**config.mk**
```make
export PLATFORM = sky130hd
export DESIGN_NAME = rtc_cal_prescaler
export DESIGN_NICKNAME = d
export VERILOG_FILES = /design/src/rtl/rtc_cal_pkg.sv /design/src/rtl/rtc_div_chain.sv /design/src/rtl/rtc_cal_window.sv /design/src/rtl/rtc_test_wave.sv /design/src/rtl/rtc_cal_prescaler.sv
export SDC_FILE = /design/constraint.sdc
export NUM_CORES = 1
export LEC_CHECK = 0
export CAP_MARGIN = 15
export CORE_MARGIN = 4
export CORE_UTILIZATION = 60
export DETAILED_ROUTE_END_ITERATION = 6
export DONT_BUFFER_PORTS = 1
export PLACE_DENSITY = 0.85
export SLEW_MARGIN = 20
export SYNTH_ARGS = -nofsm -noshare
export SYNTH_HDL_FRONTEND = slang
export SYNTH_SLANG_ARGS = --single-unit
```
**constraint.sdc**
```tcl
create_clock -name clk_i -period 7.4 [get_ports clk_i]
set_clock_uncertainty 0.2 [all_clocks]
set_input_delay 0.74 -clock clk_i [delete_from_list [all_inputs] [get_ports clk_i]]
set_output_delay 0.74 -clock clk_i [all_outputs]
set_load 0.05 [all_outputs]
```
**src/rtl/rtc_cal_pkg.sv**
```systemverilog
package rtc_cal_pkg;
  // kind of correction applied to the second now being counted
  typedef enum logic [1:0] {
    ADJ_NONE  = 2'd0,
    ADJ_SHORT = 2'd1,
    ADJ_LONG  = 2'd2
  } adj_e;
endpackage

```
**src/rtl/rtc_div_chain.sv**
```systemverilog
module rtc_div_chain import rtc_cal_pkg::*; #(
  parameter int STAGE_CNT = 256,
  parameter int STAGES    = 128
) (
  input  logic clk_i,
  input  logic rst_i,
  input  logic cnt_en_i,
  input  logic stop_i,
  input  adj_e adj_i,
  output logic tick_o
);
  localparam int LONG_LIM = STAGE_CNT + STAGE_CNT / 2 - 1;
  localparam int FW = $clog2(LONG_LIM + 1);
  localparam int CW = (STAGES > 1) ? $clog2(STAGES) : 1;

  logic [FW-1:0] fine_q;
  logic [CW-1:0] coarse_q;
  logic [FW-1:0] fine_lim;
  logic [CW-1:0] coarse_lim;
  logic adv, fine_wrap, coarse_wrap;

  assign adv = cnt_en_i & ~stop_i;

  // long second: the first stage of the second runs half a stage longer
  // short second: one whole stage is dropped
  always_comb begin
    fine_lim   = FW'(STAGE_CNT - 1);
    coarse_lim = CW'(STAGES - 1);
    if (adj_i == ADJ_LONG && coarse_q == '0) fine_lim = FW'(LONG_LIM);
    if (adj_i == ADJ_SHORT) coarse_lim = CW'(STAGES - 2);
  end

  assign fine_wrap   = fine_q >= fine_lim;
  assign coarse_wrap = coarse_q >= coarse_lim;
  assign tick_o      = adv & fine_wrap & coarse_wrap;

  always_ff @(posedge clk_i) begin
    if (rst_i) begin
      fine_q   <= '0;
      coarse_q <= '0;
    end else if (adv) begin
      if (fine_wrap) begin
        fine_q   <= '0;
        coarse_q <= coarse_wrap ? '0 : coarse_q + 1'b1;
      end else begin
        fine_q <= fine_q + 1'b1;
      end
    end
  end

  p_fine_range_r6: assert property (@(posedge clk_i) disable iff (rst_i)
    int'(fine_q) <= LONG_LIM);
  p_stop_hold_r7: assert property (@(posedge clk_i) disable iff (rst_i)
    stop_i |=> ($stable(fine_q) && $stable(coarse_q)));
endmodule

```
**src/rtl/rtc_cal_window.sv**
```systemverilog
module rtc_cal_window import rtc_cal_pkg::*; #(
  parameter int SECS  = 60,
  parameter int CYC   = 64,
  parameter int CAL_W = 5
) (
  input  logic             clk_i,
  input  logic             rst_i,
  input  logic             tick_i,
  input  logic [CAL_W-1:0] mag_i,
  input  logic             sign_i,
  output adj_e             adj_o,
  output logic             min_wrap_o
);
  localparam int SW = (SECS > 1) ? $clog2(SECS) : 1;
  localparam int MW = (CYC > 1) ? $clog2(CYC) : 1;

  logic [SW-1:0] sec_q;
  logic [MW-1:0] min_q;
  logic last_sec;

  assign last_sec   = sec_q == SW'(SECS - 1);
  assign min_wrap_o = tick_i & last_sec;

  // only second 0 of the first 2*mag minutes of the window is corrected
  always_comb begin
    adj_o = ADJ_NONE;
    if (sec_q == '0 && int'(min_q) < 2 * int'(mag_i))
      adj_o = sign_i ? ADJ_SHORT : ADJ_LONG;
  end

  always_ff @(posedge clk_i) begin
    if (rst_i) begin
      sec_q <= '0;
      min_q <= '0;
    end else if (tick_i) begin
      if (last_sec) begin
        sec_q <= '0;
        min_q <= (min_q == MW'(CYC - 1)) ? '0 : min_q + 1'b1;
      end else begin
        sec_q <= sec_q + 1'b1;
      end
    end
  end

  p_sec_range_r3: assert property (@(posedge clk_i) disable iff (rst_i)
    int'(sec_q) < SECS);
  p_min_range_r4: assert property (@(posedge clk_i) disable iff (rst_i)
    int'(min_q) < CYC);
endmodule

```
**src/rtl/rtc_test_wave.sv**
```systemverilog
module rtc_test_wave #(
  parameter int HALF = 32
) (
  input  logic clk_i,
  input  logic rst_i,
  input  logic adv_i,
  output logic wave_o
);
  localparam int TW = (HALF > 1) ? $clog2(HALF) : 1;

  logic [TW-1:0] cnt_q;
  logic wrap;

  assign wrap = cnt_q == TW'(HALF - 1);

  always_ff @(posedge clk_i) begin
    if (rst_i) begin
      cnt_q  <= '0;
      wave_o <= 1'b0;
    end else if (adv_i) begin
      cnt_q <= wrap ? '0 : cnt_q + 1'b1;
      if (wrap) wave_o <= ~wave_o;
    end
  end

  p_wave_hold_r8: assert property (@(posedge clk_i) disable iff (rst_i)
    !adv_i |=> $stable(wave_o));
endmodule

```
**src/rtl/rtc_cal_prescaler.sv**
```systemverilog
module rtc_cal_prescaler import rtc_cal_pkg::*; #(
  parameter int PRE_STAGE      = 256,
  parameter int STAGES_PER_SEC = 128,
  parameter int SECS_PER_MIN   = 60,
  parameter int MIN_PER_CYCLE  = 64,
  parameter int CAL_W          = 5,
  parameter int TEST_HZ        = 512
) (
  input  logic             clk_i,
  input  logic             rst_i,
  input  logic             cnt_en_i,
  input  logic             stop_i,
  input  logic [CAL_W-1:0] cal_mag_i,
  input  logic             cal_pos_i,
  input  logic             ftest_en_i,
  input  logic             alarm_ie_i,
  input  logic             wd_steer_i,
  input  logic             wd_zero_i,
  input  logic             irq_pend_i,
  output logic             sec_tick_o,
  output logic             min_tick_o,
  output logic             test_wave_o,
  output logic             irq_o
);
  localparam int TICKS     = PRE_STAGE * STAGES_PER_SEC;
  localparam int TEST_HALF = TICKS / (2 * TEST_HZ);

  adj_e adj;
  logic tick_now, min_wrap, wave, wave_route;

  rtc_div_chain #(.STAGE_CNT(PRE_STAGE), .STAGES(STAGES_PER_SEC)) i_div (
    .clk_i(clk_i), .rst_i(rst_i), .cnt_en_i(cnt_en_i), .stop_i(stop_i),
    .adj_i(adj), .tick_o(tick_now));

  rtc_cal_window #(.SECS(SECS_PER_MIN), .CYC(MIN_PER_CYCLE), .CAL_W(CAL_W)) i_win (
    .clk_i(clk_i), .rst_i(rst_i), .tick_i(tick_now), .mag_i(cal_mag_i),
    .sign_i(cal_pos_i), .adj_o(adj), .min_wrap_o(min_wrap));

  rtc_test_wave #(.HALF(TEST_HALF)) i_wave (
    .clk_i(clk_i), .rst_i(rst_i), .adv_i(cnt_en_i & ~stop_i), .wave_o(wave));

  assign test_wave_o = wave;
  assign wave_route  = ~stop_i & ftest_en_i & ~alarm_ie_i & (wd_steer_i | wd_zero_i);

  always_ff @(posedge clk_i) begin
    if (rst_i) begin
      sec_tick_o <= 1'b0;
      min_tick_o <= 1'b0;
      irq_o      <= 1'b0;
    end else begin
      sec_tick_o <= tick_now;
      min_tick_o <= min_wrap;
      irq_o      <= irq_pend_i | (wave_route & wave);
    end
  end

  p_min_with_sec_r3: assert property (@(posedge clk_i) disable iff (rst_i)
    min_tick_o |-> sec_tick_o);
  p_tick_needs_count_r2: assert property (@(posedge clk_i) disable iff (rst_i)
    $rose(sec_tick_o) |-> $past(cnt_en_i && !stop_i));
  p_pend_wins_r10: assert property (@(posedge clk_i) disable iff (rst_i)
    irq_pend_i |=> irq_o);
  p_quiet_line_r11: assert property (@(posedge clk_i) disable iff (rst_i)
    (!irq_pend_i && (!ftest_en_i || alarm_ie_i || stop_i)) |=> !irq_o);
  p_stopped_no_tick_r7: assert property (@(posedge clk_i) disable iff (rst_i)
    stop_i |=> !sec_tick_o);
endmodule

```
==> run metrics <==
outcome finished, final reports clean; Die Ht approximately 66 µm; Cells after Synth 241; FF+latch area 741 µm²; hold_buf cts 0; Fin. Hold Viols 0; HPWL Detailed 2810 µm; routed vias/inst 5.83; Seq cells post-synth 37; pin count of the biggest net entering global routing 31; first-pass GRT wire length 6750 µm; post-CTS resize count 0; delay-heaviest family, CP compound AO/OA/AOI/OAI gates; post-synth top area cell dfxtp_1; Crit Path Max Fanout 12; M2 GR Usage 0.325; Yosys top cell area share 0.368; total gr overflow 0; clk root buf clkbuf_4; slowest stage delay, CP between 0.5 and 0.6 ns; CTS max path bufs 2; CTS H-tree depth 2; Static Leak 0.796 nW; Num CTS Buffers 5; Clk pin slew, worst setup/hold paths approximately 0.1 ns; number of cells on the worst reg-to-reg path 11; fin crit share 0.471; GR peak layer met2; PD cells 153 mW/mm²; largest family of logic cells by synthesized area simple AND/OR/NAND/NOR gates; Avg WL per Cell 13.3 µm; TritonCTS Sinks 37; highest-delay cell along the critical path o31ai_4; Worst Setup End Kind flip-flop; max-slew headroom at the worst pin 0.613; Pins Over Slew Limit 0; IO Port Bufs 0; die area 0.00435 mm²; area share of and/or/nand/nor cells after synthesis 0.298; post-synthesis adder-cell area fraction 0.0932; Synth Area in XOR/XNOR 0.0391; area of the multi-input gates between 0.001 and 0.0015 mm²; gr usage total 0.200; Die Width between 60 and 70 µm; Final setup violation count 0; maxcap violations 0; Row Count 20; Data arrival, critical path 3.56 ns; nets 271; Antenna Cells 0; area grow syn2layout 4.16%; WL final 3790 µm; Post-Route Setup TNS 0 ns; Min-Delay Path Depth 1; layout cells sized above 1 0.0664; CTS tree yes; num ports 19; # Post-CTS Setup Buffers 0; CP Class flip-flop to flip-flop; vias in the first global route 1,616; DP Worst Slack between 3 and 4 ns; post-synthesis mux area share 0.00497; fill count 257; DRT Pass-1 Iters 4; RSZ-0062 raised after global routing false; Synth Warn # 0; Critical Path Start Type flip-flop; register area share after synthesis 0.368; Cell Area, Synth 0.00201 mm²; met3 global-route usage 0.0408; syn avg cell area ~8.4 µm²; CP Cell Sequence ha_1, a21o_1, a21o_1, a21oi_1, o2111ai_1, ha_1, nand3_2, o31ai_4, nand4_2, or3_1, a21oi_1; DR vias about 1,700; Hold Crit Class primary input to flip-flop; met1 Use GR 0.233; synth top area cells dfxtp_1, ha_1, a21oi_1, nor2_1, nand2_1; post-synthesis compound-gate area fraction 0.155; setup ws final 3.91 ns; post-route antenna net violation count 0; DRC violations left 0; minimum clock period 3.49 ns; critical path required time ~7.5 ns; WP depth 11; gp weighted congestion between 0.8 and 0.9; count of cell types in the netlist 43; maximum vdd drop 0.000118 V; f_max 287 MHz; CP Buf/Inv Count 0; 1st-iter DRT viols about 110; initial antenna violation count 0; syn nets approximately 270; worst-skew pair later-pin latency 0.34 ns; Worst Tran Pin Value 0.579 ns; Core ar. 0.00313 mm²; Initial Util 0.644
per-layer routing:
metal / up-vias / part of all wire
met5: - / 0
li1: 861 / -
met4: 0 / 0.048
met3: 18 / 0.027
met1: 752 / 0.45
met2: 30 / 0.48
cell usage in the layout (no fill, tap or decap), types with 2 or more instances in the layout:
| master | Yosys | routed |
|---|---|---|
| a21oi_1 | 28 | 28 |
| nor2_1 | 24 | 24 |
| o31ai_1 | 2 | 2 |
| and4b_1 | 2 | 2 |
| xor2_1 | 5 | 5 |
| nand3_1 | 7 | 7 |
| a21o_1 | 2 | 2 |
| or3_1 | 8 | 8 |
| and3_1 | 4 | 4 |
| clkbuf_4 | 0 | 5 |
| nand4_2 | 3 | 3 |
| ha_1 | 15 | 15 |
| a31oi_1 | 3 | 3 |
| nand2_1 | 23 | 23 |
| inv_1 | 14 | 14 |
| nand4_1 | 5 | 5 |
| nor3_1 | 5 | 5 |
| and4_1 | 2 | 2 |
| nand2b_1 | 3 | 3 |
| nor4b_1 | 2 | 2 |
| nor2b_1 | 4 | 4 |
| xnor2_1 | 4 | 4 |
| dfxtp_1 | 37 | 37 |
| o21ai_1 | 2 | 2 |
| nand3b_1 | 2 | 2 |
| o21ai_0 | 11 | 11 |
worst paths after layout:
check	startpoint	endpoint	slack (ns)
hold / removal	rst_i	i_div.coarse_q[1]	0.26
setup reg to reg	i_win.min_q[2]	i_win.min_q[4]	3.91
setup / recovery	i_win.min_q[2]	i_win.min_q[4]	3.91
hold reg to reg	i_wave.cnt_q[4]	i_wave.cnt_q[4]	0.28
cell type report:
| cell class | instances | share of cell area |
|---|---|---|
| inverter | 14 | 0.0250 |
| clock buffer | 7 | 0.0262 |
| sequential | 37 | 0.353 |
| tap | 44 | 0.0262 |
| multi-input combinational | 182 | 0.566 |
| timing repair buffer | 1 | 0.00358 |
Yosys cell counts (all sizes together):
cell type,count
nor4b,2
a21o,2
a31oi,3
o21ai,13
nand3,8
or3,8
o41ai,1
dfxtp,37
nor2b,4
nor3,6
nand3b,2
ha,15
or4,1
o211ai,1
o2111ai,1
nor4,2
nor2,24
xnor2,4
nor4bb,1
o2111a,1
and4b,2
buf,1
mux2i,1
or3b,1
o31ai,3
inv,14
nand2b,3
and3,4
xor2,5
and4,2
a21oi,28
nand2,24
nand4,9
clkbuf,7
and2,1
per-stage QoR:
stage                      util  cell area (µm²)  power (mW)  hold slack (ns)  instances
after floorplan               -             2010       0.219            0.241        241
after global placement    0.653             2040       0.219            0.241        278
after detailed placement  0.653             2040       0.220            0.266        278
after CTS                 0.671             2100       0.324            0.243        285
after global routing      0.671             2100       0.334            0.228        285
final                     0.671             2100       0.321            0.256        285
registers in the layout, summed over array words and instances, names as in the netlist:
register	cells
i_win.sec_q	6
irq_o	1
i_div.fine_q	9
i_div.coarse_q	7
i_wave.wave_o	1
min_tick_o	1
i_wave.cnt_q	5
sec_tick_o	1
i_win.min_q	6
logic make-up after synthesis:
family	after synthesis
buffers and inverters	22
AND/OR/NAND/NOR	104
XOR/XNOR	9
flip-flops	37
multiplexers	1
AO/OA/AOI/OAI	53
adder cells (fa/ha/maj)	15
report_power, final:
group	internal, mW	switching [mW]	leakage [nW]
Clock	0.0448	0.0609	0.0314
Combinational	0.00475	0.00702	0.466
Sequential	0.201	0.00256	0.299
Note: power is estimated with default switching activity, not from simulation.
